### src/rtl/mdg_pkg.sv
package mdg_pkg;

   typedef enum logic [1:0] {
      EV_ADD_INST = 2'd0,
      EV_ADD_EDGE = 2'd1,
      EV_ISSUE    = 2'd2,
      EV_EXEC     = 2'd3
   } mdg_ev_e;

endpackage

### src/rtl/mdg_group_slot.sv
module mdg_group_slot #(
   parameter int N            = 16,
   parameter int CW           = 4,
   parameter int LW           = 8,
   parameter int IW           = 8,
   parameter bit MEMBER_DECAY = 1'b1
) (
   input  logic          clk,
   input  logic          rst_n,
   input  logic          tick,
   input  logic          inst_add,
   input  logic          mem_issue,
   input  logic          mem_done,
   input  logic          pred_add,
   input  logic          pred_issue,
   input  logic          pred_done,
   input  logic [N-1:1]  succ_set,
   input  logic [IW-1:0] in_iid,
   input  logic [LW-1:0] in_lat,
   input  logic [IW-1:0] nfy_iid,
   input  logic [LW-1:0] nfy_lat,
   output logic          st_waiting,
   output logic          st_pending,
   output logic          st_ready,
   output logic          st_executing,
   output logic          st_executed,
   output logic [N-1:1]  succ_row,
   output logic          inst_full,
   output logic          has_succ,
   output logic          unissued,
   output logic          exec_ok,
   output logic          issue_starts,
   output logic          exec_finishes,
   output logic [IW-1:0] cand_iid,
   output logic [LW-1:0] cand_lat,
   output logic [IW-1:0] cur_iid,
   output logic [LW-1:0] cur_lat,
   output logic [IW-1:0] pred_iid,
   output logic [LW-1:0] pred_lat
);

   localparam int SW = CW + 1;

   logic [CW-1:0] ninst, nexing, nexed;
   logic [CW-1:0] npred, pexing, pexed;
   logic [N-1:1]  succ;
   logic          mem_has;
   logic [SW-1:0] mem_busy, pred_seen, left_cnt;
   logic          take_new;

   // derived counts, one extra bit so sums never wrap
   assign mem_busy  = {1'b0, nexing} + {1'b0, nexed};
   assign pred_seen = {1'b0, pexing} + {1'b0, pexed};
   assign left_cnt  = {1'b0, ninst} - {1'b0, nexed};

   assign st_waiting   = {1'b0, npred} > pred_seen;
   assign st_pending   = (pexing != '0) && (pred_seen == {1'b0, npred});
   assign st_ready     = (pexed == npred);
   assign st_executing = (nexing != '0) && ({1'b0, nexing} == left_cnt);
   assign st_executed  = (ninst == nexed);

   assign succ_row      = succ;
   assign has_succ      = |succ;
   assign inst_full     = &ninst;
   assign unissued      = mem_busy < {1'b0, ninst};
   assign exec_ok       = st_ready && (nexing != '0);
   assign issue_starts  = ({1'b0, nexing} + SW'(1)) == left_cnt;
   assign exec_finishes = ({1'b0, nexed} + SW'(1)) == {1'b0, ninst};

   // candidate critical member if an issue with (in_iid, in_lat) lands now
   assign take_new = !mem_has || (cur_lat < in_lat);
   assign cand_iid = take_new ? in_iid : cur_iid;
   assign cand_lat = take_new ? in_lat : cur_lat;

   always_ff @(posedge clk or negedge rst_n) begin
      if (!rst_n) begin
         ninst    <= '0;
         nexing   <= '0;
         nexed    <= '0;
         npred    <= '0;
         pexing   <= '0;
         pexed    <= '0;
         succ     <= '0;
         pred_iid <= '0;
         pred_lat <= '0;
      end else begin
         if (inst_add) ninst <= ninst + CW'(1);
         succ <= succ | succ_set;

         if (mem_issue)     nexing <= nexing + CW'(1);
         else if (mem_done) nexing <= nexing - CW'(1);
         if (mem_done)      nexed  <= nexed + CW'(1);

         if (pred_add)       npred  <= npred + CW'(1);
         if (pred_issue)     pexing <= pexing + CW'(1);
         else if (pred_done) pexing <= pexing - CW'(1);
         if (pred_done)      pexed  <= pexed + CW'(1);

         if (pred_issue) begin
            if (pred_lat < nfy_lat) begin
               pred_iid <= nfy_iid;
               pred_lat <= nfy_lat;
            end
         end else if (tick && st_waiting && (pred_lat != '0)) begin
            pred_lat <= pred_lat - LW'(1);
         end
      end
   end

   // critical member: either ages with the tick or keeps its issue-time value
   if (MEMBER_DECAY) begin : g_decay
      always_ff @(posedge clk or negedge rst_n) begin
         if (!rst_n) begin
            mem_has <= 1'b0;
            cur_iid <= '0;
            cur_lat <= '0;
         end else if (mem_issue) begin
            mem_has <= 1'b1;
            cur_iid <= cand_iid;
            cur_lat <= cand_lat;
         end else if (tick && (cur_lat != '0)) begin
            cur_lat <= cur_lat - LW'(1);
         end
      end
   end else begin : g_hold
      always_ff @(posedge clk or negedge rst_n) begin
         if (!rst_n) begin
            mem_has <= 1'b0;
            cur_iid <= '0;
            cur_lat <= '0;
         end else if (mem_issue) begin
            mem_has <= 1'b1;
            cur_iid <= cand_iid;
            cur_lat <= cand_lat;
         end
      end
   end

endmodule

### src/rtl/mdg_event_ctrl.sv
module mdg_event_ctrl
   import mdg_pkg::*;
#(
   parameter int N   = 16,
   parameter int IXW = 4
) (
   input  logic                  ev_valid,
   input  mdg_ev_e               ev_kind,
   input  logic [IXW-1:0]        ev_src,
   input  logic [IXW-1:0]        ev_dst,
   input  logic [N-1:1]          inst_full,
   input  logic [N-1:1]          has_succ,
   input  logic [N-1:1]          unissued,
   input  logic [N-1:1]          exec_ok,
   input  logic [N-1:1]          executing,
   input  logic [N-1:1]          executed,
   input  logic [N-1:1]          issue_starts,
   input  logic [N-1:1]          exec_finishes,
   input  logic [N-1:1][N-1:1]   succ_rows,
   output logic                  illegal,
   output logic [N-1:1]          inst_add_v,
   output logic [N-1:1]          mem_issue_v,
   output logic [N-1:1]          mem_done_v,
   output logic [N-1:1]          pred_add_v,
   output logic [N-1:1]          pred_issue_v,
   output logic [N-1:1]          pred_done_v,
   output logic [N-1:1][N-1:1]   succ_set_m,
   output logic                  use_cur
);

   logic [N-1:1] src_oh, dst_oh, src_row;
   logic         src_ok, dst_ok, dup_edge, legal, go;

   for (genvar g = 1; g < N; g++) begin : g_oh
      assign src_oh[g] = (ev_src == IXW'(g));
      assign dst_oh[g] = (ev_dst == IXW'(g));
   end

   assign src_ok = (ev_src != '0);
   assign dst_ok = (ev_dst != '0);

   always_comb begin
      src_row = '0;
      for (int g = 1; g < N; g++) begin
         if (src_oh[g]) src_row = src_row | succ_rows[g];
      end
   end

   assign dup_edge = |(src_row & dst_oh);

   always_comb begin
      unique case (ev_kind)
         EV_ADD_INST: legal = src_ok && !(|(src_oh & has_succ)) && !(|(src_oh & inst_full));
         EV_ADD_EDGE: legal = src_ok && dst_ok && (ev_src != ev_dst) && !(|(src_oh & executed)) && !dup_edge;
         EV_ISSUE:    legal = src_ok && (|(src_oh & unissued));
         EV_EXEC:     legal = src_ok && (|(src_oh & exec_ok));
         default:     legal = 1'b0;
      endcase
   end

   assign illegal = ev_valid && !legal;
   assign go      = ev_valid && legal;
   assign use_cur = (ev_kind == EV_ADD_EDGE);

   always_comb begin
      inst_add_v   = '0;
      mem_issue_v  = '0;
      mem_done_v   = '0;
      pred_add_v   = '0;
      pred_issue_v = '0;
      pred_done_v  = '0;
      if (go) begin
         unique case (ev_kind)
            EV_ADD_INST: inst_add_v = src_oh;
            EV_ADD_EDGE: begin
               pred_add_v = dst_oh;
               if (|(src_oh & executing)) pred_issue_v = dst_oh;
            end
            EV_ISSUE: begin
               mem_issue_v = src_oh;
               if (|(src_oh & issue_starts)) pred_issue_v = src_row;
            end
            EV_EXEC: begin
               mem_done_v = src_oh;
               if (|(src_oh & exec_finishes)) pred_done_v = src_row;
            end
            default: ;
         endcase
      end
   end

   for (genvar g = 1; g < N; g++) begin : g_set
      assign succ_set_m[g] = (go && (ev_kind == EV_ADD_EDGE) && src_oh[g]) ? dst_oh : '0;
   end

endmodule

### src/rtl/mdg_tracker.sv
module mdg_tracker
   import mdg_pkg::*;
#(
   parameter int N            = 16,
   parameter int CW           = 4,
   parameter int LW           = 8,
   parameter int IW           = 8,
   parameter bit MEMBER_DECAY = 1'b1,
   localparam int IXW         = $clog2(N)
) (
   input  logic           clk,
   input  logic           rst_n,
   input  logic           ev_valid,
   input  logic [1:0]     ev_kind,
   input  logic [IXW-1:0] ev_src,
   input  logic [IXW-1:0] ev_dst,
   input  logic [IW-1:0]  ev_iid,
   input  logic [LW-1:0]  ev_lat,
   input  logic           tick,
   input  logic [IXW-1:0] q_grp,
   output logic [N-1:0]   st_waiting,
   output logic [N-1:0]   st_pending,
   output logic [N-1:0]   st_ready,
   output logic [N-1:0]   st_executing,
   output logic [N-1:0]   st_executed,
   output logic [IW-1:0]  q_crit_iid,
   output logic [LW-1:0]  q_crit_lat,
   output logic           err
);

   if (N < 3) begin : g_bad_n
      $error("mdg_tracker: N must be at least 3");
   end
   if (CW < IXW) begin : g_bad_cw
      $error("mdg_tracker: CW too narrow to count every predecessor");
   end
   if ((LW < 1) || (IW < 1)) begin : g_bad_w
      $error("mdg_tracker: LW and IW must be positive");
   end

   mdg_ev_e kind_e;
   assign kind_e = mdg_ev_e'(ev_kind);

   logic [N-1:1]          w_a, p_a, r_a, x_a, d_a;
   logic [N-1:1]          full_a, hsucc_a, unis_a, xok_a, starts_a, fin_a;
   logic [N-1:1][N-1:1]   rows_a, set_m;
   logic [N-1:1]          inst_add_v, mem_issue_v, mem_done_v;
   logic [N-1:1]          pred_add_v, pred_issue_v, pred_done_v;
   logic [IW-1:0]         cand_iid_a [N-1:1];
   logic [LW-1:0]         cand_lat_a [N-1:1];
   logic [IW-1:0]         cur_iid_a  [N-1:1];
   logic [LW-1:0]         cur_lat_a  [N-1:1];
   logic [IW-1:0]         pred_iid_a [N-1:1];
   logic [LW-1:0]         pred_lat_a [N-1:1];
   logic                  illegal, use_cur;
   logic [IW-1:0]         nfy_iid;
   logic [LW-1:0]         nfy_lat;

   mdg_event_ctrl #(.N(N), .IXW(IXW)) u_ctrl (
      .ev_valid      (ev_valid),
      .ev_kind       (kind_e),
      .ev_src        (ev_src),
      .ev_dst        (ev_dst),
      .inst_full     (full_a),
      .has_succ      (hsucc_a),
      .unissued      (unis_a),
      .exec_ok       (xok_a),
      .executing     (x_a),
      .executed      (d_a),
      .issue_starts  (starts_a),
      .exec_finishes (fin_a),
      .succ_rows     (rows_a),
      .illegal       (illegal),
      .inst_add_v    (inst_add_v),
      .mem_issue_v   (mem_issue_v),
      .mem_done_v    (mem_done_v),
      .pred_add_v    (pred_add_v),
      .pred_issue_v  (pred_issue_v),
      .pred_done_v   (pred_done_v),
      .succ_set_m    (set_m),
      .use_cur       (use_cur)
   );

   // critical member of the source group, offered to its successors
   always_comb begin
      nfy_iid = '0;
      nfy_lat = '0;
      for (int g = 1; g < N; g++) begin
         if (ev_src == IXW'(g)) begin
            nfy_iid = use_cur ? cur_iid_a[g] : cand_iid_a[g];
            nfy_lat = use_cur ? cur_lat_a[g] : cand_lat_a[g];
         end
      end
   end

   for (genvar g = 1; g < N; g++) begin : g_slot
      mdg_group_slot #(
         .N(N), .CW(CW), .LW(LW), .IW(IW), .MEMBER_DECAY(MEMBER_DECAY)
      ) u_slot (
         .clk           (clk),
         .rst_n         (rst_n),
         .tick          (tick),
         .inst_add      (inst_add_v[g]),
         .mem_issue     (mem_issue_v[g]),
         .mem_done      (mem_done_v[g]),
         .pred_add      (pred_add_v[g]),
         .pred_issue    (pred_issue_v[g]),
         .pred_done     (pred_done_v[g]),
         .succ_set      (set_m[g]),
         .in_iid        (ev_iid),
         .in_lat        (ev_lat),
         .nfy_iid       (nfy_iid),
         .nfy_lat       (nfy_lat),
         .st_waiting    (w_a[g]),
         .st_pending    (p_a[g]),
         .st_ready      (r_a[g]),
         .st_executing  (x_a[g]),
         .st_executed   (d_a[g]),
         .succ_row      (rows_a[g]),
         .inst_full     (full_a[g]),
         .has_succ      (hsucc_a[g]),
         .unissued      (unis_a[g]),
         .exec_ok       (xok_a[g]),
         .issue_starts  (starts_a[g]),
         .exec_finishes (fin_a[g]),
         .cand_iid      (cand_iid_a[g]),
         .cand_lat      (cand_lat_a[g]),
         .cur_iid       (cur_iid_a[g]),
         .cur_lat       (cur_lat_a[g]),
         .pred_iid      (pred_iid_a[g]),
         .pred_lat      (pred_lat_a[g])
      );
   end

   // index 0 is reserved: its status bits are tied low
   assign st_waiting   = {w_a, 1'b0};
   assign st_pending   = {p_a, 1'b0};
   assign st_ready     = {r_a, 1'b0};
   assign st_executing = {x_a, 1'b0};
   assign st_executed  = {d_a, 1'b0};

   always_comb begin
      q_crit_iid = '0;
      q_crit_lat = '0;
      for (int g = 1; g < N; g++) begin
         if (q_grp == IXW'(g)) begin
            q_crit_iid = pred_iid_a[g];
            q_crit_lat = pred_lat_a[g];
         end
      end
   end

   always_ff @(posedge clk or negedge rst_n) begin
      if (!rst_n)       err <= 1'b0;
      else if (illegal) err <= 1'b1;
   end

endmodule

### config.mk
export PLATFORM = sky130hd
export DESIGN_NAME = mdg_tracker
export DESIGN_NICKNAME = d
export VERILOG_FILES = /design/src/rtl/mdg_pkg.sv /design/src/rtl/mdg_group_slot.sv /design/src/rtl/mdg_event_ctrl.sv /design/src/rtl/mdg_tracker.sv
export SDC_FILE = /design/constraint.sdc
export NUM_CORES = 2
export LEC_CHECK = 0
export ABC_AREA = 1
export BUFFER_PORTS_ARGS = -buffer_cell sky130_fd_sc_hd__buf_2
export CORE_ASPECT_RATIO = 1.1
export CORE_MARGIN = 2
export CORE_UTILIZATION = 35
export CTS_CLUSTER_DIAMETER = 200
export DETAILED_ROUTE_END_ITERATION = 10
export HOLD_SLACK_MARGIN = 0.1
export PLACE_DENSITY = 0.49
export SYNTH_ARGS = -nofsm -noshare
export SYNTH_HDL_FRONTEND = slang
export SYNTH_HIERARCHICAL = 1
export SYNTH_SLANG_ARGS = --single-unit
export TNS_END_PERCENT = 20
### constraint.sdc
create_clock -name clk -period 5 [get_ports clk]
set_clock_uncertainty 0.05 [all_clocks]
set_input_delay 0.75 -clock clk [delete_from_list [all_inputs] [get_ports clk]]
set_output_delay 0.75 -clock clk [all_outputs]
set_load 0.02 [all_outputs]
==> results.md <==
* Synth-to-Final Area Change at 17.4%
* Top cells by area, synth: dfrtp_1 (32%), nand2_1 (15%), ha_1 (10%), inv_1 (5.2%), nand3_1 (4.4%)
* Worst vdd ir at 415 uV
* Max stage delay on crit path at 0.49 ns
* FP Rows at 189
* Flop2flop setup slack at 0.12 ns
* Vias at 78900
* Drt wl/cell at 19.1 um
* Synth async-reset ratio at 100%
* Post-synth top area cell: dfrtp_1
* Detail Placement HPWL at 222000 um
* Worst Hold Path EP: err
* Switching share of power at 42.8%
* TritonCTS buffer count at 144
* Final Critical Period at 4.88 ns
* Hold Crit Class: reg2reg
* IO Port Bufs at 125
* First-pass GRT wire length at 459000 um
* Syn Std Cell Area at 84700 um^2
* Number of synthesized flops with an enable pin at 0
* Min-delay src: err
* Crit path launch type: register
* Die Ht at 520 um
* Unique masters post-synth at 60
* Mapped Cells at 11500
* CTS root buf: clkbuf_16
* Yosys reg bits at 1081
* TritonCTS clock tree: done
* Net Sw Power at 0.0172 W
* Worst Path Max Fanout at 4
* Avg Cell Area, Syn at 7.34 um^2
* Slew Limit Fails at 0
* Most common cell after layout, fill and taps aside: nand2_1
* FILL cells at 24700
* Synth Flop Type: dfrtp_1
* DRC Markers at 0
* Largest net degree at the start of global routing at 132
* Max-cap violation count at 0
* Max clock buf depth at 3
* Vias/cell at 5.09
* GR Overflow Total at 0
* Core area at 241000 um^2
* CP dominant cell by count: inv_1
* LEAKAGE at 51.6 nW
* Number of nets in the layout at 13100
* Sink Count at 1081
* Initial DRC count at 5893
* H-Tree Depth at 4
* Post-route ant nets at 0
* Power Density at 405 nW/um^2
* Initial Util at 35.2%
* Logic pwr share at 42.6%
* Top-Level Pins at 131
* Multi-input logic area at 51100 um^2
* Reg-to-Reg Start: g_slot[7].u_slot/nexing[0]
* Internal at 0.0230 W
* Area occupied by registers at 27100 um^2
* CP arrival at 5.57 ns
* Seq pwr share at 30.5%
* Clock-pin slew on the worst setup and hold paths at 0.05 ns
* Status: finished, final reports clean
* Seq/Total Area, Yosys at 31.9%
* Clk_lat worst skew at 0.84 ns
* Share of cells above drive strength 1 at 16.6%
* Gr usage total at 23.7%
* Setup TNS at 0 ns
* Final setup viols at 0
* Routability Congestion at 0.906
* CP max-delay cell: fa_1
* R2r endpoint: g_slot[14].u_slot/nexing[3]
* Vias in the first global route at 77500
* Post-route clock period utilization at 97.5%
* Commonest cells after routing, fill and taps aside: nand2_1 (3308), inv_1 (1170), dfrtp_1 (1060)
* WL final at 296000 um
* Share of the synthesized area in the top cell type at 31.9%
* Hold violation total from the final report at 0
* Antenna violations before repair at 17
* Clk pwr share at 26.9%
* Max Fclk at 205 MHz
* Worst path required time at 5.69 ns
* Reg2Reg Depth at 28
* Worst-Margin Slew at 0.993 ns
* Hold Path Depth at 1
* Die ar. at 246000 um^2
* Unrepaired setup endpoints after global routing: true
* 1st-pass router iterations at 6
* Synth warn at 6
* Crit Path Class: reg2reg
* Slew headroom at 33.6%
* Die width at 473 um
* Fin Hold WS at 0.418 ns
* Worst setup EP type: register
## registers in the layout (all words and copies together), names as in the netlist
signal / flops
g_slot.u_slot/succ_row: 225
g_slot.u_slot/cur_iid: 120
g_slot.u_slot/cur_lat: 120
g_slot.u_slot/pred_iid: 120
g_slot.u_slot/pred_lat: 120
g_slot.u_slot/nexed: 60
g_slot.u_slot/nexing: 60
g_slot.u_slot/ninst: 60
g_slot.u_slot/npred: 60
g_slot.u_slot/pexed: 60
g_slot.u_slot/pexing: 60
g_slot.u_slot/mem_has: 15
err: 1
## timing repair
item,CTS,global route
resized for setup,5,162
endpoints found under the hold margin,43,0
pin swaps,0,53
hold buffers,1,0
gates cloned,0,7
buffers inserted,0,37
setup endpoints to repair,26,386
## area by class of cell
type,instances,share of cell area (%)
antenna,10,0.0252
timing repair buffer,918,7.62
sequential,1081,27.2
clock inverter,68,0.886
multi-input combinational,8813,51.4
inverter,1275,4.83
tap,3151,3.96
clock buffer,192,4.06
## synthesized netlist by cell type, drive strengths merged, types with 242 or more instances
master  number
ha         710
dfrtp     1081
a21oi      298
nand3      783
nand4      242
or2        357
buf        244
nor2      1067
xor2       373
nand2     3400
o21ai      770
inv       1261
## layer usage
metal	global-route usage, %	wire length [um]	part of all wire (%)	up-vias
met4	7.59	9640	3.3	0
met3	2.23	12800	4.3	443
met2	39.6	139000	47	1882
met1	32.1	134000	45	37900
li1	-	-	-	38700
met5	0	0	0	-
## worst max-delay path by stage
| stage | startpoint | endpoint | slack, ns |
|---|---|---|---|
| 6_report | g_slot[7].u_slot/nexing[0] | g_slot[14].u_slot/nexing[3] | 0.12 |
| 5_1_grt | g_slot[8].u_slot/nexing[0] | g_slot[3].u_slot/nexing[3] | -0.15 |
| 4_1_cts | g_slot[3].u_slot/cur_lat[3] | g_slot[15].u_slot/pred_iid[4] | 0.04 |
| 3_5_place_dp | ev_lat[3] | g_slot[9].u_slot/pred_iid[2] | -0.64 |
| 3_3_place_gp | ev_lat[5] | g_slot[12].u_slot/pred_lat[7] | -0.66 |
| 2_1_floorplan | g_slot[8].u_slot/nexing[0] | g_slot[8].u_slot/nexing[3] | 0.35 |
## logic make-up after synthesis
group	synth area share (%)
compound gates	9.28
xor+xnor	6.10
fa+ha+maj	12.3
buf+inv	8.44
flops	31.9
mux	0.199
other cells	0.00443
simple gates	31.8
## critical path, delay by kind of cell (launching register included)
| family | cells | cell delay (ns) |
|---|---|---|
| buffers and inverters | 6 | 0.67 |
| flip-flops | 1 | 0.37 |
| AND/OR/NAND/NOR | 9 | 1.01 |
| XOR/XNOR | 1 | 0.17 |
| AO/OA/AOI/OAI | 8 | 1.27 |
| adder cells (fa/ha/maj) | 4 | 1.26 |
## through the flow
step | util (%) | setup slack (ns) | std cells | power, W | area [um^2]
floorplan | - | 0.354 | 11500 | 0.0233 | 84700
global placement | 38.8 | -0.664 | 15200 | 0.0286 | 93500
detailed placement | 38.8 | -0.636 | 15200 | 0.0290 | 93500
CTS | 40.9 | 0.0354 | 15500 | 0.0402 | 98400
global route | 41.3 | -0.147 | 15500 | 0.0434 | 99400
finish | 41.3 | 0.125 | 15500 | 0.0403 | 99400
## power groups by stage
| stage | Clock, W | Sequential, W | Combinational [W] |
|---|---|---|---|
| final | 0.0108 | 0.0123 | 0.0172 |
| after global routing | 0.0115 | 0.0125 | 0.0194 |
| after CTS | 0.0111 | 0.0122 | 0.0168 |
| after detailed placement | 0 | 0.0124 | 0.0166 |
| after global placement | 0 | 0.0124 | 0.0163 |
| after floorplan | 0 | 0.0117 | 0.0116 |
Note: power is estimated with default switching activity, not from simulation.
